$ cat src/rtl/sem_pkg.sv
package sem_pkg;

    localparam int SEM_FLAGS = 8;
    localparam int SEM_AW    = $clog2(SEM_FLAGS);
    localparam int SEM_DW    = 16;

    typedef enum logic [1:0] {
        TOK_FREE  = 2'd0,
        TOK_LEFT  = 2'd1,
        TOK_RIGHT = 2'd2
    } tok_e;

    // Per-flag state: current holder plus a queued request for each side.
    typedef struct packed {
        tok_e holder;
        logic wait_l;
        logic wait_r;
    } flag_st_t;

    // Decoded write command from one side to one flag.
    typedef struct packed {
        logic req;   // wrote 0
        logic rel;   // wrote 1
    } port_cmd_t;

    // Queued-request update for a side that does not hold the flag.
    function automatic logic wait_next(logic cur, port_cmd_t c);
        if (c.req)
            return 1'b1;
        else if (c.rel)
            return 1'b0;
        else
            return cur;
    endfunction

    function automatic flag_st_t next_flag(flag_st_t s, port_cmd_t l, port_cmd_t r);
        flag_st_t n;
        logic     w;
        n = s;
        case (s.holder)
            TOK_FREE: begin
                n.wait_l = 1'b0;
                n.wait_r = 1'b0;
                if (l.req) begin
                    n.holder = TOK_LEFT;
                    n.wait_r = r.req;
                end else if (r.req) begin
                    n.holder = TOK_RIGHT;
                end
            end
            TOK_LEFT: begin
                w        = wait_next(s.wait_r, r);
                n.wait_l = 1'b0;
                if (l.rel) begin
                    n.holder = w ? TOK_RIGHT : TOK_FREE;
                    n.wait_r = 1'b0;
                end else begin
                    n.wait_r = w;
                end
            end
            TOK_RIGHT: begin
                w        = wait_next(s.wait_l, l);
                n.wait_r = 1'b0;
                if (r.rel) begin
                    n.holder = w ? TOK_LEFT : TOK_FREE;
                    n.wait_l = 1'b0;
                end else begin
                    n.wait_l = w;
                end
            end
            default: n = '0;
        endcase
        return n;
    endfunction

endpackage

$ cat src/rtl/sem_port_decode.sv
module sem_port_decode
    import sem_pkg::*;
#(
    parameter int N_FLAGS = SEM_FLAGS,
    localparam int AW     = $clog2(N_FLAGS)
) (
    input  logic                      sel_n,
    input  logic                      ce_n,
    input  logic                      we_n,
    input  logic [AW-1:0]             addr,
    input  logic                      wbit,
    output port_cmd_t [N_FLAGS-1:0]   cmd,
    output logic                      rd_en
);

    logic access;
    logic wr_en;

    assign access = ~sel_n & ce_n;
    assign wr_en  = access & ~we_n;
    assign rd_en  = access & we_n;

    for (genvar g = 0; g < N_FLAGS; g++) begin : g_cmd
        logic hit;
        assign hit        = wr_en && (addr == AW'(g));
        assign cmd[g].req = hit & ~wbit;
        assign cmd[g].rel = hit &  wbit;
    end

endmodule

$ cat src/rtl/sem_flag_cell.sv
module sem_flag_cell
    import sem_pkg::*;
(
    input  logic      clk,
    input  logic      rst,
    input  port_cmd_t l_cmd,
    input  port_cmd_t r_cmd,
    output logic      own_l,
    output logic      own_r
);

    flag_st_t st;

    always_ff @(posedge clk) begin
        if (rst)
            st <= '0;
        else
            st <= next_flag(st, l_cmd, r_cmd);
    end

    assign own_l = (st.holder == TOK_LEFT);
    assign own_r = (st.holder == TOK_RIGHT);

    AST_FREE_CLAIM: assert property (@(posedge clk) disable iff (rst)
        (st.holder == TOK_FREE && l_cmd.req) |=> own_l);

    AST_HELD_BLOCKS: assert property (@(posedge clk) disable iff (rst)
        (own_l && r_cmd.req && !l_cmd.rel) |=> (own_l && st.wait_r));

    AST_HANDOFF: assert property (@(posedge clk) disable iff (rst)
        (own_l && l_cmd.rel && (st.wait_r || r_cmd.req) && !r_cmd.rel) |=> own_r);

    AST_RELEASE_FREE: assert property (@(posedge clk) disable iff (rst)
        (own_r && r_cmd.rel && !st.wait_l && !l_cmd.req) |=> (st.holder == TOK_FREE));

    AST_CANCEL_WAIT: assert property (@(posedge clk) disable iff (rst)
        (own_l && r_cmd.rel && !l_cmd.rel) |=> (own_l && !st.wait_r));

    AST_TIE_LEFT: assert property (@(posedge clk) disable iff (rst)
        (st.holder == TOK_FREE && l_cmd.req && r_cmd.req) |=> (own_l && st.wait_r));

    AST_WAIT_NEEDS_HOLDER: assert property (@(posedge clk) disable iff (rst)
        st.wait_r |-> own_l);

endmodule

$ cat src/rtl/sem_read_mux.sv
module sem_read_mux
    import sem_pkg::*;
#(
    parameter int N_FLAGS = SEM_FLAGS,
    parameter int DW      = SEM_DW,
    localparam int AW     = $clog2(N_FLAGS)
) (
    input  logic [N_FLAGS-1:0] own,
    input  logic [AW-1:0]      addr,
    input  logic               rd_en,
    output logic [DW-1:0]      rdata
);

    always_comb begin
        if (rd_en)
            rdata = {DW{~own[addr]}};
        else
            rdata = '0;
    end

endmodule

$ cat src/rtl/dual_sem_unit.sv
module dual_sem_unit
    import sem_pkg::*;
#(
    parameter int N_FLAGS = SEM_FLAGS,
    parameter int DW      = SEM_DW,
    localparam int AW     = $clog2(N_FLAGS)
) (
    input  logic          clk,
    input  logic          rst,
    input  logic          l_sel_n,
    input  logic          l_ce_n,
    input  logic          l_we_n,
    input  logic [AW-1:0] l_addr,
    input  logic          l_wbit,
    output logic [DW-1:0] l_rdata,
    input  logic          r_sel_n,
    input  logic          r_ce_n,
    input  logic          r_we_n,
    input  logic [AW-1:0] r_addr,
    input  logic          r_wbit,
    output logic [DW-1:0] r_rdata
);

    port_cmd_t [N_FLAGS-1:0] l_cmd;
    port_cmd_t [N_FLAGS-1:0] r_cmd;
    logic                    l_rd;
    logic                    r_rd;
    logic [N_FLAGS-1:0]      own_l;
    logic [N_FLAGS-1:0]      own_r;

    sem_port_decode #(.N_FLAGS(N_FLAGS)) u_dec_l (
        .sel_n (l_sel_n),
        .ce_n  (l_ce_n),
        .we_n  (l_we_n),
        .addr  (l_addr),
        .wbit  (l_wbit),
        .cmd   (l_cmd),
        .rd_en (l_rd)
    );

    sem_port_decode #(.N_FLAGS(N_FLAGS)) u_dec_r (
        .sel_n (r_sel_n),
        .ce_n  (r_ce_n),
        .we_n  (r_we_n),
        .addr  (r_addr),
        .wbit  (r_wbit),
        .cmd   (r_cmd),
        .rd_en (r_rd)
    );

    for (genvar f = 0; f < N_FLAGS; f++) begin : g_flag
        sem_flag_cell u_cell (
            .clk   (clk),
            .rst   (rst),
            .l_cmd (l_cmd[f]),
            .r_cmd (r_cmd[f]),
            .own_l (own_l[f]),
            .own_r (own_r[f])
        );
    end

    sem_read_mux #(.N_FLAGS(N_FLAGS), .DW(DW)) u_rd_l (
        .own   (own_l),
        .addr  (l_addr),
        .rd_en (l_rd),
        .rdata (l_rdata)
    );

    sem_read_mux #(.N_FLAGS(N_FLAGS), .DW(DW)) u_rd_r (
        .own   (own_r),
        .addr  (r_addr),
        .rd_en (r_rd),
        .rdata (r_rdata)
    );

    AST_READ_LEVEL: assert property (@(posedge clk) disable iff (rst)
        l_rd |-> ($countones(l_rdata) == 0 || $countones(l_rdata) == DW));

    AST_NO_READ_ZERO: assert property (@(posedge clk) disable iff (rst)
        (l_ce_n == 1'b0) |-> (l_rdata == '0));

    AST_SINGLE_HOLDER: assert property (@(posedge clk) disable iff (rst)
        (own_l & own_r) == '0);

endmodule

$ cat config.mk
export PLATFORM = sky130hd
export DESIGN_NAME = dual_sem_unit
export DESIGN_NICKNAME = d
export VERILOG_FILES = /design/src/rtl/sem_pkg.sv /design/src/rtl/sem_port_decode.sv /design/src/rtl/sem_flag_cell.sv /design/src/rtl/sem_read_mux.sv /design/src/rtl/dual_sem_unit.sv
export SDC_FILE = /design/constraint.sdc
export NUM_CORES = 1
export LEC_CHECK = 0
export BUFFER_PORTS_ARGS = -buffer_cell sky130_fd_sc_hd__buf_2
export CORE_UTILIZATION = 56
export CTS_CLUSTER_DIAMETER = 100
export DETAILED_ROUTE_END_ITERATION = 8
export PLACE_DENSITY = 0.8
export SYNTH_ARGS = -nofsm -noshare
export SYNTH_HDL_FRONTEND = slang
export SYNTH_HIERARCHICAL = 1
export SYNTH_SLANG_ARGS = --single-unit
$ cat constraint.sdc
create_clock -name clk -period 2.5 [get_ports clk]
set_clock_uncertainty 0.15 [all_clocks]
set_input_delay 0.5 -clock clk [delete_from_list [all_inputs] [get_ports clk]]
set_output_delay 0.5 -clock clk [all_outputs]
set_load 0.02 [all_outputs]
==> results of run 1 <==
power by group:
group	switching, mW	total [mW]	internal [mW]
combinational	0.105	0.170	0.0645
clock	0.199	0.419	0.219
sequential	0.00669	0.519	0.512
total	0.311	1.11	0.796
through the flow:
step	cells	hold slack, ps	worst slack (ps)	setup TNS, ps
3_5_place_dp	386	385.7	55.58	0
3_3_place_gp	386	380.8	69.02	0
2_1_floorplan	312	327.4	68.26	0
4_1_cts	394	339.1	4.251	0
6_report	396	322.0	42.22	0
5_1_grt	396	335.2	-0.04274	-0.04274
area by class of cell:
cell class | count | area share [%]
Multi-Input combinational cell | 236 | 58.39
Sequential cell | 32 | 22.80
Timing Repair Buffer | 60 | 12.37
Clock buffer | 6 | 2.834
Tap cell | 52 | 2.233
Inverter | 8 | 1.030
Clock inverter | 2 | 0.3435
cell usage after synthesis (10+ instances only):
library cell | instances | area [µm²]
nand3b_1 | 10 | 75.07
nor2_1 | 40 | 150.1
nor3_1 | 12 | 60.06
nor2b_1 | 32 | 200.2
a211oi_1 | 16 | 120.1
buf_4 | 30 | 225.2
dfxtp_1 | 32 | 640.6
nor4_1 | 14 | 87.58
nand2b_1 | 22 | 137.6
what timing repair did:
action                     4_1_cts  5_1_grt
setup endpoints to repair       32       32
pin swaps                        0        2
buffers inserted                 0        0
cloned                           0        2
gates resized for setup         16       26
worst paths after layout:
check	startpoint	slack [ps]	to
max	g_flag[2].u_cell/st[2]$_SDFFE_PP0P_	40	r_rdata[13]
min	g_flag[7].u_cell/st[3]$_SDFFE_PP0P_	320	g_flag[7].u_cell/st[0]$_SDFF_PP0_
max reg2reg	g_flag[1].u_cell/st[3]$_SDFFE_PP0P_	1110	g_flag[1].u_cell/st[3]$_SDFFE_PP0P_
min reg2reg	g_flag[7].u_cell/st[3]$_SDFFE_PP0P_	320	g_flag[7].u_cell/st[0]$_SDFF_PP0_
placed cells by master (no fill, tap or decap), drive strengths merged:
| cell | count |
|---|---|
| clkbuf | 6 |
| nor4b | 8 |
| clkinv | 10 |
| or3b | 2 |
| and3b | 2 |
| nor2 | 40 |
| o21bai | 8 |
| nor2b | 32 |
| o22a | 8 |
| and2b | 8 |
| mux4 | 2 |
| or4 | 2 |
| o21ai | 16 |
| buf | 60 |
| nand2b | 22 |
| nand4bb | 2 |
| nand2 | 2 |
| nand4b | 2 |
| a2111oi | 8 |
| and2 | 4 |
| nand3b | 10 |
| mux2i | 8 |
| dfxtp | 32 |
| nor4 | 20 |
| a211oi | 16 |
| or4b | 2 |
| nor3 | 12 |
kinds of logic after synthesis:
family	share of synthesized area [%]
AOI/OAI and AO/OA	17.53
muxes	4.869
and+or+nand+nor	40.70
buffers and inverters	11.98
DFF	24.93
metal layers:
metal	up-vias	global-route usage, %	wire length (µm)
li1	1182	-	-
met1	1094	31.24	2799
met2	55	40.13	2774
met3	10	5.233	214
met4	0	8.000	90
met5	-	0	0
==> qor.yml, run 1 <==
wirelength_um: 5878
crit_fanout: 8
core_area_um2: 4384
grt_max_degree: 33
grt_pass1_vias: 2104
synthCells: 312
synth_edf_count: 0
drt_pre_antenna_iters: 4
synthFlopType: "dfxtp_1"
drt_iter0_markers: 135
syn_area_um2: 2570
crit_path_max_incr_delay_ps: 510
worst_setup_path_start_kind: "flop"
whs_path_depth: 1
antenna_found_initial: 0
maxSlewHeadroom_pct: 50.58
wl_per_cell_um: 14.84
cts_root_buf: "clkbuf_8"
nets: 359
crit_chain: "buf_6 -> nor2b_1 -> mux2i_1 -> mux4_2 -> and2_4 -> buf_4"
crit_path_end_kind: "output port"
syn_nets: 328
path_class: "flop to output port"
gp_congestion: 0.8377
h-tree-depth: 2
worstSkewPairLatency_ps: 290
worstHoldPathType: "flop to flop"
num_antenna_cells: 0
finalCriticalPeriod_ps: 2458
cts_tree: "done"
reg_top3: "g_flag.u_cell/st: 32 flops"
synth_cell_type_count: 31
hold_viol_final: 0
r2r_cells: 4
hpwlAfterDp_um: 4182
viasPerCell: 5.912
powerDensity_nw_per_um2: 380.0
cp_num_buf_inv: 2
grt_pass1_wl_um: 9535
area_growth_syn_to_layout_pct: 13.39
cpMaxStageDelayCell: "mux4_2"
drive_gt1_share_pct: 32.56
multi_input_area_um2: 1702
start_util_pct: 58.62
p_leak_nw: 1.113
die_height_um: 69.75
crit_family: "multiplexers"
vdd_drop_max_uv: 264.2
status: "finished, final reports clean"
grt-ovfl-total: 0
die_w_um: 69.75
ys_seq_elements: 32
num_vias: 2341
regMostFlops: "g_flag.u_cell/st"
numCtsBuffers: 5
clk_pin_slew_ps: 60
regArea_um2: 664.4
fin_util_pct: 66.47
core.rowCount: 24
dpl_cell_area_um2: 2690
drv_cap: 0
fin_total_pwr_mw: 1.107
setup_viol: 0
critPathRequiredTime_ps: 1850
fmax_ghz: 0.4069
synthArstFlopShare_pct: 0
grtUsageTotal_pct: 24.20
worstMarginPinSlew_ps: 741.3
fillers: 354
drc: 0
largest_register_ffs: 32
ant_nets: 0
syn_avg_cell_area_um2: 8.237
ys_seq_area_share_pct: 24.93
worst_ep_arrival_time_ps: 1810
cts.sinks: 32
max-clock-path-buffers: 2
drv_slew: 0
portBuffers: 47
stdcell_area_um2: 2914
timing.final.crit_share_pct: 98.31
cp_num_cells: 6
synth_warnings: 6
io_pins: 48
hold_buffers: 0
die_area_um2: 4864
No activity file was read; power rests on OpenSTA's default activity.
==> run 2: changes to the inputs <==
--- a/config.mk
+++ b/config.mk
@@ -5,10 +5,12 @@
 export SDC_FILE = /design/constraint.sdc
 export NUM_CORES = 1
 export LEC_CHECK = 0
-export BUFFER_PORTS_ARGS = -buffer_cell sky130_fd_sc_hd__buf_2
-export CORE_UTILIZATION = 56
+export ABC_AREA = 1
+export ABC_CLOCK_PERIOD_IN_PS = 2500
+export CORE_UTILIZATION = 64
 export CTS_CLUSTER_DIAMETER = 100
 export DETAILED_ROUTE_END_ITERATION = 8
+export DONT_BUFFER_PORTS = 1
 export PLACE_DENSITY = 0.8
 export SYNTH_ARGS = -nofsm -noshare
 export SYNTH_HDL_FRONTEND = slang
==> run 2 against run 1 <==
Compared with the run above:
- register-to-register slack improved by 200 ps
- sequential power grew 6.6%
- non-clock buffer count shrank 56
- cell count rose by 28%
- wire length shrank 3.6%
- critical endpoint is now l_rdata[5]
- largest power group unchanged
==> qor.yml, run 2 <==
synthCells: 480  # +54%
critPathRequiredTime_ps: 1850  # about the same
wl_per_cell_um: 11.22  # -24%
die_height_um: 66.14  # -5.2%
cts_tree: "done"
setup_slack_ps: 159.0  # +116.8 ps
final_common_cell: "nand2_1"
die_w_um: 66.14  # -5.2%
fmax_ghz: 0.4272  # +5.0%
fin_setup_tns_ps: 0  # unchanged
ys_seq_area_share_pct: 24.33  # -0.59 points
num_antenna_cells: 0  # unchanged
drt_pre_antenna_iters: 5  # +1
fin_util_pct: 68.94  # +2.5 points
syn_avg_cell_area_um2: 5.484  # -33%
synthArstFlopShare_pct: 0  # unchanged
crit_path_end_kind: "output port"
wirelength_um: 5667  # -3.6%
start_util_pct: 69.30  # +11 points
synth.top_cell.area_share_pct: 24.33  # -0.59 points
largest_register_ffs: 32  # unchanged
finalCriticalPeriod_ps: 2341  # -116.8 ps
hpwlAfterDp_um: 4344  # +3.9%
worstMarginPinSlew_ps: 492.0  # -249.4 ps
cts_root_buf: "clkbuf_8"
crit_fanout: 12  # +4
place_ws_ps: 517.2  # +461.7 ps
cts_resized: 0  # -16
drt_iter0_markers: 205  # +52%
yosysTopAreaCell: "dfxtp_1"
grt_pass1_vias: 2401  # +14%
max-clock-path-buffers: 2  # unchanged
dpl_cell_area_um2: 2522  # -6.2%
syn_area_um2: 2633  # +2.4%
ys_seq_elements: 32  # unchanged
synth_common_cells: "nand2_1 (120), nor2_1 (108), inv_1 (78), nand3_1 (56), buf_4 (34)"
p_leak_nw: 1.291  # +16%
path_class: "flop to output port"
ant_nets: 0  # unchanged
hold_buffers: 0  # unchanged
gp_congestion: 0.9153  # +9.3%
drv_slew: 0  # unchanged
area_growth_syn_to_layout_pct: -0.5229
worst_setup_path_start_kind: "flop"
status: "finished, final reports clean"
grt_max_degree: 25  # -24%
numCtsBuffers: 5  # unchanged
antenna_found_initial: 0  # unchanged
cts.sinks: 32  # unchanged
h-tree-depth: 2  # unchanged
core_area_um2: 3799  # -13%
rsz0062_at_grt: "no"
synth_cell_type_count: 13  # -58%
vdd_drop_max_uv: 298.0  # +13%
grt_pass1_wl_um: 9860  # +3.4%
io_pins: 48  # unchanged
regMostFlops: "g_flag.u_cell/st"
synthTopCellsByArea: "dfxtp_1 (24%), nand2_1 (17%), nor2_1 (15%)"
num_vias: 2637  # +13%
stdcell_area_um2: 2619  # -10%
syn_nets: 496  # +51%
synth_edf_count: 0  # unchanged
worstHoldPathType: "primary input to flop"
worst_ep_arrival_time_ps: 1690  # -120 ps
drive_gt1_share_pct: 4.158  # -28 points
worstSkewPairLatency_ps: 290  # about the same
drv_cap: 0  # unchanged
viasPerCell: 5.222  # -12%
synth_warnings: 6  # unchanged
synth.most_common_cell: "nand2_1"
fin_total_pwr_mw: 1.284  # +16%
powerDensity_nw_per_um2: 490.3  # +29%
final_cell_mix: "nand2_1 (120), nor2_1 (106), inv_1 (78)"
timing.final.crit_share_pct: 93.64  # -4.7 points
grtUsageTotal_pct: 28.90  # +4.7 points
reg_top3: "g_flag.u_cell/st: 32 flops"
nets: 473  # +32%
core.rowCount: 22  # -8.3%
setup_viol: 0  # unchanged
synthFlopType: "dfxtp_1"
post_cts_buffers: 0  # unchanged
clk_pin_slew_ps: 70  # about the same
die_area_um2: 4374  # -10%
drc: 0  # unchanged
maxSlewHeadroom_pct: 66.95  # +16 points
hold_viol_final: 0  # unchanged
portBuffers: 0  # -100%
grt-ovfl-total: 0  # unchanged
r2r_slack_ps: 1310  # +200 ps
-- run 2: cell types whose count changed after synthesis, sizes merged, moves of 10 or more --
cell	change
a211oi	-16
a21oi	+10
inv	+82
nand2	+118
nand2b	-22
nand3	+56
nand3b	-10
nor2	+70
nor2b	-32
nor4	-20
-- run 2: logic make-up (layout without fill, tap and decap cells) --
family	Yosys count	in the layout	synth area share, %
buffers and inverters	116	93	21.39
DFF	32	32	24.33
and+or+nand+nor	306	306	48.57
AOI/OAI and AO/OA	26	26	5.704
-- run 2: power breakdown --
part | internal (mW) | switching, mW
Clock | 0.245 | 0.183
Sequential | 0.532 | 0.0217
Combinational | 0.0979 | 0.205
Total | 0.874 | 0.410
-- run 2: cell type report --
class / count / area [µm²]
inverters: 82 / 307.8
flip-flops and latches: 32 / 640.6
multi-input cells: 332 / 1444
repair buffers: 4 / 70.07
well taps: 48 / 60.06
fillers: 365 / 1180
clock buffers: 7 / 96.34
-- run 2: path summary, 6_finish.rpt --
check / end / cells past startpoint / start
hold / removal: g_flag[4].u_cell/st[0]$_SDFF_PP0_ / 1 / rst
hold reg to reg: g_flag[2].u_cell/st[1]$_SDFF_PP0_ / 3 / g_flag[2].u_cell/st[1]$_SDFF_PP0_
setup reg to reg: g_flag[1].u_cell/st[3]$_SDFFE_PP0P_ / 6 / g_flag[1].u_cell/st[2]$_SDFFE_PP0P_
setup / recovery: l_rdata[5] / 9 / g_flag[1].u_cell/st[3]$_SDFFE_PP0P_
-- run 2: stage by stage --
step | hold slack (ps) | instances
detailed placement | 411.0 | 498
global route | 118.2 | 505
CTS | 124.2 | 505
finish | 124.7 | 505
floorplan | 385.2 | 480
global placement | 406.5 | 498
-- run 2: critical path: stages (launching register included) --
cell and delay (ps):
dfxtp_1 380, inv_1 100, nand2_1 90, inv_1 50, nand2_1 50, nand2_1 40
a21oi_1 110, nor2_1 90, nor2_4 190, buf_16 290
-- run 2: per-layer routing --
layer / up-vias / wire, µm / GRT usage [%]
met5: - / 0 / 0
met4: 0 / 55 / 8.777
met3: 9 / 470 / 8.966
met2: 76 / 2568 / 51.02
met1: 1155 / 2572 / 32.95
li1: 1397 / - / -
